--- src/rtl/rstseq_pkg.sv ---
package rstseq_pkg;

    localparam int NUM_STAGES = 3;

    typedef enum logic [2:0] {
        ST_HOLD        = 3'd0,
        ST_FREE_PHY    = 3'd1,
        ST_AWAIT_PHY   = 3'd2,
        ST_FREE_LINK   = 3'd3,
        ST_AWAIT_LINK  = 3'd4,
        ST_FREE_DMA    = 3'd5,
        ST_RUN         = 3'd6
    } seq_state_e;

    // State in which stage idx is released
    function automatic seq_state_e free_state(input int idx);
        case (idx)
            0:       return ST_FREE_PHY;
            1:       return ST_FREE_LINK;
            default: return ST_FREE_DMA;
        endcase
    endfunction

    function automatic logic is_free(input seq_state_e s);
        return (s == ST_FREE_PHY) || (s == ST_FREE_LINK) || (s == ST_FREE_DMA);
    endfunction

    function automatic logic is_await(input seq_state_e s);
        return (s == ST_AWAIT_PHY) || (s == ST_AWAIT_LINK);
    endfunction

    function automatic logic [1:0] count_released(input logic [NUM_STAGES-1:0] rel);
        logic [1:0] n;
        n = 2'd0;
        for (int i = 0; i < NUM_STAGES; i++) begin
            n = n + {1'b0, rel[i]};
        end
        return n;
    endfunction

endpackage

--- src/rtl/rstseq_sync.sv ---
module rstseq_sync #(
    parameter int STAGES = 2
) (
    input  logic clk,
    input  logic arst_n,
    output logic sync_n
);

    logic [STAGES-1:0] chain_q;

    always_ff @(posedge clk or negedge arst_n) begin
        if (!arst_n) begin
            chain_q <= '0;
        end else begin
            chain_q <= {chain_q[STAGES-2:0], 1'b1};
        end
    end

    assign sync_n = chain_q[STAGES-1];

endmodule

--- src/rtl/rstseq_timer.sv ---
module rstseq_timer #(
    parameter int TIMEOUT_CYCLES = 1000,
    parameter int MIN_GAP        = 4
) (
    input  logic clk,
    input  logic arst_n,
    input  logic load,
    input  logic run,
    output logic expired,
    output logic gap_met
);

    localparam int TW       = $clog2(TIMEOUT_CYCLES + 1);
    localparam int GW       = (MIN_GAP > 1) ? $clog2(MIN_GAP + 1) : 1;
    localparam int GAP_LOAD = (MIN_GAP > 2) ? MIN_GAP - 2 : 0;

    logic [TW-1:0] tmo_q;
    logic [GW-1:0] gap_q;

    always_ff @(posedge clk or negedge arst_n) begin
        if (!arst_n) begin
            tmo_q <= '0;
            gap_q <= '0;
        end else if (load) begin
            tmo_q <= TW'(TIMEOUT_CYCLES);
            gap_q <= GW'(GAP_LOAD);
        end else if (run) begin
            if (tmo_q != '0) tmo_q <= tmo_q - TW'(1);
            if (gap_q != '0) gap_q <= gap_q - GW'(1);
        end
    end

    assign expired = (tmo_q == '0);
    assign gap_met = (gap_q == '0);

endmodule

--- src/rtl/rstseq_fsm.sv ---
module rstseq_fsm
    import rstseq_pkg::*;
(
    input  logic                  clk,
    input  logic                  arst_n,
    input  logic                  sync_n,
    input  logic                  phy_ready,
    input  logic                  link_ready,
    input  logic                  expired,
    input  logic                  gap_met,
    output logic                  load,
    output logic                  run,
    output seq_state_e            state,
    output logic [NUM_STAGES-1:0] released,
    output logic                  fault
);

    seq_state_e state_q, state_d;
    logic       fault_q, fault_d;
    logic       rdy_sel;

    assign rdy_sel = (state_q == ST_AWAIT_PHY) ? phy_ready : link_ready;

    always_comb begin
        state_d = state_q;
        fault_d = fault_q;
        case (state_q)
            ST_HOLD:       if (sync_n) state_d = ST_FREE_PHY;
            ST_FREE_PHY:   state_d = ST_AWAIT_PHY;
            ST_FREE_LINK:  state_d = ST_AWAIT_LINK;
            ST_FREE_DMA:   state_d = ST_RUN;
            ST_AWAIT_PHY,
            ST_AWAIT_LINK: begin
                if (!fault_q) begin
                    if (rdy_sel && gap_met) begin
                        state_d = (state_q == ST_AWAIT_PHY) ? ST_FREE_LINK : ST_FREE_DMA;
                    end else if (expired) begin
                        fault_d = 1'b1;
                    end
                end
            end
            default:       state_d = state_q;
        endcase
    end

    always_ff @(posedge clk or negedge arst_n) begin
        if (!arst_n) begin
            state_q <= ST_HOLD;
            fault_q <= 1'b0;
        end else begin
            state_q <= state_d;
            fault_q <= fault_d;
        end
    end

    for (genvar g = 0; g < NUM_STAGES; g++) begin : g_release
        always_ff @(posedge clk or negedge arst_n) begin
            if (!arst_n) begin
                released[g] <= 1'b0;
            end else if (state_q == free_state(g)) begin
                released[g] <= 1'b1;
            end
        end
    end

    assign load  = is_free(state_q);
    assign run   = is_await(state_q);
    assign state = state_q;
    assign fault = fault_q;

endmodule

--- src/rtl/rstseq_top.sv ---
module rstseq_top
    import rstseq_pkg::*;
#(
    parameter int TIMEOUT_CYCLES = 1000,
    parameter int MIN_GAP        = 4,
    parameter int SYNC_STAGES    = 2
) (
    input  logic       clk,
    input  logic       board_rst_n,
    input  logic       clk_locked,
    input  logic       phy_ready,
    input  logic       link_ready,
    output logic       phy_hold_n,
    output logic       link_hold_n,
    output logic       dma_hold_n,
    output logic       seq_done,
    output logic [1:0] stage_count,
    output logic       timeout_err
);

    logic                  qual_n;
    logic                  sync_n;
    logic                  load, run, expired, gap_met;
    seq_state_e            state;
    logic [NUM_STAGES-1:0] released;

    assign qual_n = board_rst_n & clk_locked;

    rstseq_sync #(.STAGES(SYNC_STAGES)) u_sync (
        .clk    (clk),
        .arst_n (qual_n),
        .sync_n (sync_n)
    );

    rstseq_timer #(.TIMEOUT_CYCLES(TIMEOUT_CYCLES), .MIN_GAP(MIN_GAP)) u_timer (
        .clk     (clk),
        .arst_n  (qual_n),
        .load    (load),
        .run     (run),
        .expired (expired),
        .gap_met (gap_met)
    );

    rstseq_fsm u_fsm (
        .clk        (clk),
        .arst_n     (qual_n),
        .sync_n     (sync_n),
        .phy_ready  (phy_ready),
        .link_ready (link_ready),
        .expired    (expired),
        .gap_met    (gap_met),
        .load       (load),
        .run        (run),
        .state      (state),
        .released   (released),
        .fault      (timeout_err)
    );

    assign phy_hold_n  = released[0];
    assign link_hold_n = released[1];
    assign dma_hold_n  = released[2];
    assign seq_done    = (state == ST_RUN);
    assign stage_count = count_released(released);

endmodule

--- config.mk ---
export PLATFORM = sky130hd
export DESIGN_NAME = rstseq_top
export DESIGN_NICKNAME = d
export VERILOG_FILES = /design/src/rtl/rstseq_pkg.sv /design/src/rtl/rstseq_sync.sv /design/src/rtl/rstseq_timer.sv /design/src/rtl/rstseq_fsm.sv /design/src/rtl/rstseq_top.sv
export SDC_FILE = /design/constraint.sdc
export NUM_CORES = 1
export LEC_CHECK = 0
export BUFFER_PORTS_ARGS = -buffer_cell sky130_fd_sc_hd__buf_2
export CORE_MARGIN = 2
export CORE_UTILIZATION = 47
export CTS_BUF_LIST = sky130_fd_sc_hd__clkbuf_16
export DETAILED_ROUTE_END_ITERATION = 8
export PLACE_DENSITY = 0.66
export SLEW_MARGIN = 40
export SYNTH_ARGS = -nofsm -noshare
export SYNTH_HDL_FRONTEND = slang
export SYNTH_SLANG_ARGS = --single-unit
--- constraint.sdc ---
create_clock -name clk -period 4 [get_ports clk]
set_input_delay 0.4 -clock clk [delete_from_list [all_inputs] [get_ports clk]]
set_output_delay 0.4 -clock clk [all_outputs]
set_load 0.03 [all_outputs]
==> out/metrics.yaml, run 1 <==
outcome:
  outcome: "finished clean"
timing:
  holdWs_ns: 0.226
  fin_tns_setup_ns: 0
  worstMarginPinSlew_ns: 0.709
  slew_viol_final: 0
  rsz0062_at_grt: "no"
  clock_skew_ns: 0.00415
  hold_violations: 0
  min_period_over_period_pct: 50.0
  relSlewSlack_pct: 52.3
  min_period_ns: 2.00
  final-setup-viol-count: 0
  max_freq_ghz: 0.500
power:
  leakage_nw: 0.592
  ir_drop_uv: 521
  power_density_mw_per_mm2: 712
clocking:
  cts-root-buf: "clkbuf_16"
  clock_latency_ns: 0.26
  tritoncts: "built"
  clk_pin_slew_worst_paths_ns: 0.06
  clock_path_buffers: 2
  ctsResizeCount: 0
  cts_setup_buffers: 0
  clock_sinks: 22
  htreeDepth: 1
  cts_buffers: 3
  cts_hold_buf: 0
drt:
  vias_per_cell: 5.87
  drt_pass1_iterations: 4
  post-route-drc-count: 0
  ant_nets: 0
  vias: 922
  drtIter0Drc: 19
  drt-total-wl_mm: 2.17
  routedWlPerCell_um: 13.8
grt:
  grt_max_degree: 23
  busiest_layer: "met2"
  grt_pass1_vias: 898
  grt_pass1_wl_mm: 3.93
  overflow: 0
  met3_usage_pct: 5.08
  met1_usage_pct: 23.9
  antenna_found_initial: 0
  use_met2_pct: 32.5
  grt_usage_pct: 19.2
worst_setup_path:
  critPathMaxFanout: 4
  start_kind: "register"
  crit_chain: "inv_1, ha_1, or3b_2, nor3_1, mux2i_1, nor2_1"
  endpoint_kind: "register"
  max_stage_delay_ns: 0.49
  crit_type: "reg2reg"
  cp_slowest_cell: "or3b_2"
  crit_required_ns: 4.12
  crit_arrival_ns: 2.12
yosys:
  syn_avg_cell_area_um2: 9.81
  syn_inst: 117
  yosys_warnings: 0
  synth_edf_count: 0
  synth.top_cell.area_share_pct: 48.0
  synth_most_common_cell: "dfrtp_1"
  synthTopCellsByCount: "dfrtp_1 (22), nand2_1 (11), nor2_1 (9)"
  synth_area_leader_cell: "dfrtp_1"
  synth_flop_cell: "dfrtp_1"
  synthTopCellsByArea: "dfrtp_1 (48%), nand2_1 (3.6%), mux2i_1 (3.5%)"
  synth.cell_area_mm2: 0.00115
  yosysSeqAreaShare_pct: 48.0
  synth-seq-cells: 22
  syn-num-nets: 126
  synth_cell_type_count: 45
  async_reset_ff_share_pct: 100
job:
  cap_viol_max_count: 0
floorplanning:
  die-area_mm2: 0.00285
  core_mm2: 0.00225
  num_rows: 17
  die_x_um: 53.4
  io_pins: 12
  die_h_um: 53.4
  start_util_pct: 50.9
layout:
  drive_gt1_share_pct: 18.6
  antenna_cells: 0
  layout.nets: 139
  area_delta_synth_final_pct: 16.1
hold_path:
  worstHoldPathType: "in2async"
placement:
  numPortBuffers: 11
  place.detailed.hpwl_mm: 1.57
  place_congestion: 0.785
## worst paths after layout
kind	start	cells after the start	slack [ns]	end
worst min-delay path	clk_locked	2	0.23	u_fsm.released[2]
worst max register to register	u_timer.tmo_q[1]	6	2.00	u_timer.tmo_q[4]
min in group clk	u_sync.chain_q[0]	0	0.34	u_sync.chain_q[1]
worst max-delay path	u_timer.tmo_q[1]	6	2.00	u_timer.tmo_q[4]
worst min register to register	u_sync.chain_q[0]	0	0.34	u_sync.chain_q[1]
max in group asynchronous	board_rst_n	2	3.42	u_timer.tmo_q[5]
## cells by family (layout without fill, tap and decap cells)
family                   count (synthesis)  in the layout  synth area share [%]
other                                    1              1                 0.327
AND/OR/NAND/NOR                         48             48                  23.1
adder cells (fa/ha/maj)                  4              4                  5.02
AO/OA/AOI/OAI                           24             24                  14.0
XOR/XNOR                                 2              2                  1.53
flip-flops                              22             22                  48.0
multiplexers                             5              5                  4.47
buffers and inverters                   11             23                  3.60
## flip-flops by register name (all words and copies together), names as in the netlist
signal,count
u_timer.tmo_q,10
u_fsm.released,3
u_fsm.state,3
u_timer.gap_q,3
u_sync.chain_q,2
u_fsm.fault,1
## worst max-delay path: cells and delay by family (launching register included)
family | cells | cell delay [ns]
simple gates | 3 | 0.94
flops | 1 | 0.39
mux | 1 | 0.24
fa+ha+maj | 1 | 0.20
buf+inv | 1 | 0.09
## metrics by stage
stage          utilization [%]  setup WS, ns  area (µm²)  std cells  power [mW]
2_1_floorplan                -          2.13        1150        117       0.604
3_3_place_gp              54.4          2.05        1230        153       0.662
3_5_place_dp              54.4          2.01        1230        153       0.673
4_1_cts                   59.1          1.98        1330        157       0.958
5_1_grt                   59.1          1.81        1330        157        1.02
6_report                  59.1          2.00        1330        157       0.949
## layout by cell type (no fill, tap or decap), drive strengths merged, types with 2 or more instances in the layout
master	count
or3	2
nand2	11
o31ai	2
or4	2
a31o	2
nor2	9
clkbuf	3
a31oi	2
nor3	4
a21oi	7
dfrtp	22
mux2i	4
o21ai	4
inv	8
buf	11
nand3	6
ha	3
## area by class of cell
class / instances / area, µm²
Clock buffer: 3 / 75.1
Clock inverter: 1 / 30.0
Fill cell: 203 / 922
Inverter: 8 / 30.0
Multi-Input combinational cell: 84 / 557
Sequential cell: 22 / 551
Tap cell: 28 / 35.0
Timing Repair Buffer: 11 / 55.1
## layer usage
metal  part of all wire [%]  up-vias
li1                       -      450
met1                     47      454
met2                     49       13
met3                    3.3        5
met4                    1.1        0
met5                      0        -
## report_power, final
group | internal [mW] | total, mW | switching, mW
clock | 0.199 | 0.279 | 0.0802
combinational | 0.115 | 0.299 | 0.184
sequential | 0.290 | 0.370 | 0.0808
No activity file was read; power rests on OpenSTA's default activity.
==> run 2: changes to the inputs <==
==> constraint.sdc (replaced) <==
create_clock -name clk -period 1.85 [get_ports clk]
set_input_delay 0.185 -clock clk [delete_from_list [all_inputs] [get_ports clk]]
set_output_delay 0.185 -clock clk [all_outputs]
set_load 0.03 [all_outputs]
==> run 2 against run 1 <==
The flow now finishes with violations (hold timing, setup timing); non-clock buffer count grew 14; combinational power grew to 2.8 times the previous value; clock power grew 62%; critical path type unchanged; critical endpoint is now u_timer.tmo_q[7]; highest routed layer unchanged.
==> out/metrics.yaml, run 2 (synthesis gave the netlist of run 1 again) <==
outcome:
  outcome: "finished with violations"
  violations: "hold timing, setup timing"
floorplanning:
  die_x_um: 53.4
  start_util_pct: 50.9
  io_pins: 12
  core_mm2: 0.00225
  num_rows: 17
  die-area_mm2: 0.00285
  die_h_um: 53.4
grt:
  overflow: 0
  grt_usage_pct: 18.5
  grt_pass1_vias: 920
  antenna_found_initial: 0
  grt_max_degree: 23
  grt_pass1_wl_mm: 3.82
placement:
  numPortBuffers: 11
  place_congestion: 0.825
  place.detailed.hpwl_mm: 1.75
  placed_area_mm2: 0.00132
clocking:
  clock_latency_ns: 0.25
  clk_pin_slew_worst_paths_ns: 0.06
  htreeDepth: 1
  clock_path_buffers: 2
  cts-root-buf: "clkbuf_16"
  tritoncts: "built"
  clock_sinks: 22
  cts_buffers: 3
worst_setup_path:
  r2r_end: "u_timer.tmo_q[7]"
  crit_type: "reg2reg"
  ff2ff_path_depth: 4
  max_stage_delay_ns: 0.53
  crit_required_ns: 1.98
  rrSetupSlack_ns: -0.05
  start_kind: "register"
  endpoint_kind: "register"
  crit_chain: "or4_4, or4b_4, a31oi_1, o21ai_2"
  critPathMaxFanout: 5
  reg2reg_from: "u_timer.tmo_q[6]"
  cp_slowest_cell: "or4_4"
  cp-endpoint: "u_timer.tmo_q[7]"
  crit_arrival_ns: 2.03
  crit_start: "u_timer.tmo_q[6]"
job:
  cap_viol_max_count: 0
power:
  ir_drop_uv: 1020
  clockPowerShare_pct: 22.4
  seqPwrFrac_pct: 36.9
  leakage_nw: 0.650
  p_total_mw: 2.02
  switching_share_pct: 38.0
  p_int_mw: 1.26
  p_comb_share_pct: 40.8
  p_sw_mw: 0.769
  power_density_mw_per_mm2: 1420
layout:
  drive_gt1_share_pct: 26.6
  post-route-util_pct: 63.0
  largest_reg_flops: 10
  final_cell_mix: "dfrtp_1 (22), buf_4 (14), nand2_1 (11), buf_2 (11), nor2_1 (9)"
  area_delta_synth_final_pct: 23.9
  layout.nets: 153
  top_register: "u_timer.tmo_q"
  stdcell_area_mm2: 0.00142
  antenna_cells: 0
  final_common_cell: "dfrtp_1"
drt:
  drt-total-wl_mm: 2.39
  drtIter0Drc: 17
  drt_pass1_iterations: 5
  post-route-drc-count: 0
  vias_per_cell: 5.57
  routedWlPerCell_um: 14.0
  ant_nets: 0
  vias: 952
timing:
  rsz0062_at_grt: "yes"
  min_period_over_period_pct: 103
  max_freq_ghz: 0.526
  holdWs_ns: -0.00283
  hold_violations: 6
  clock_skew_ns: 0.00263
  setup_ws_ns: -0.0503
  slew_viol_final: 0
  min_period_ns: 1.90
  final-setup-viol-count: 2
hold_path:
  worstHoldPathType: "in2async"
[run 2: power groups by stage]
stage	sequential (mW)	clock [mW]	combinational, mW
3_3_place_gp	0.744	0	0.784
4_1_cts	0.743	0.462	0.810
3_5_place_dp	0.751	0	0.808
6_report	0.746	0.453	0.826
5_1_grt	0.764	0.480	0.921
2_1_floorplan	0.780	0	0.526
[run 2: worst max-delay path: cells and delay by family (launching register included)]
kind	cells	cell delay, ns
and+or+nand+nor	2	1.05
DFF	1	0.37
AOI/OAI and AO/OA	2	0.34
[run 2: stage by stage]
| step | std cells | setup TNS (ns) | worst slack [ns] |
|---|---|---|---|
| after floorplan | 117 | -0.0275 | -0.0247 |
| after global placement | 166 | 0 | 0.00896 |
| after detailed placement | 166 | -0.00571 | -0.00571 |
| after CTS | 170 | -0.0185 | -0.0138 |
| after global routing | 171 | -0.227 | -0.0957 |
| final | 171 | -0.0642 | -0.0503 |
[run 2: how the worst min path moves through the flow]
stage / end / startpoint / slack (ns)
floorplan: u_fsm.fault / clk_locked / 0.28
detailed placement: u_sync.chain_q[1] / clk_locked / 0.28
global route: u_sync.chain_q[1] / clk_locked / 0.06
finish: u_sync.chain_q[1] / clk_locked / -0.003
CTS: u_fsm.state[0] / clk_locked / 0.01
global placement: u_sync.chain_q[0] / clk_locked / 0.28
[run 2: layer usage]
layer,GRT usage (%),wire length (µm),vias to the layer above
li1,-,-,473
met3,3.39,55,5
met1,23.3,1130,464
met5,0,0,-
met4,8.55,33,0
met2,30.5,1180,10
[run 2: what timing repair did]
action | 4_1_cts | 5_1_grt
setup buffers | 0 | 1
hold buffers | 0 | 0
gates resized for setup | 0 | 3
hold endpoints to repair | 0 | 0
setup endpoints to repair | 2 | 6
gates cloned | 0 | 0
pin swaps | 0 | 0
[run 2: final cells by class]
class                   instances  area (µm²)
fillers                       195         833
multi-input cells              84         567
flip-flops and latches         22         551
repair buffers                 25         160
clock buffers                   3        75.1
well taps                      28        35.0
inverters                       8        30.0
clock inverters                 1        3.75
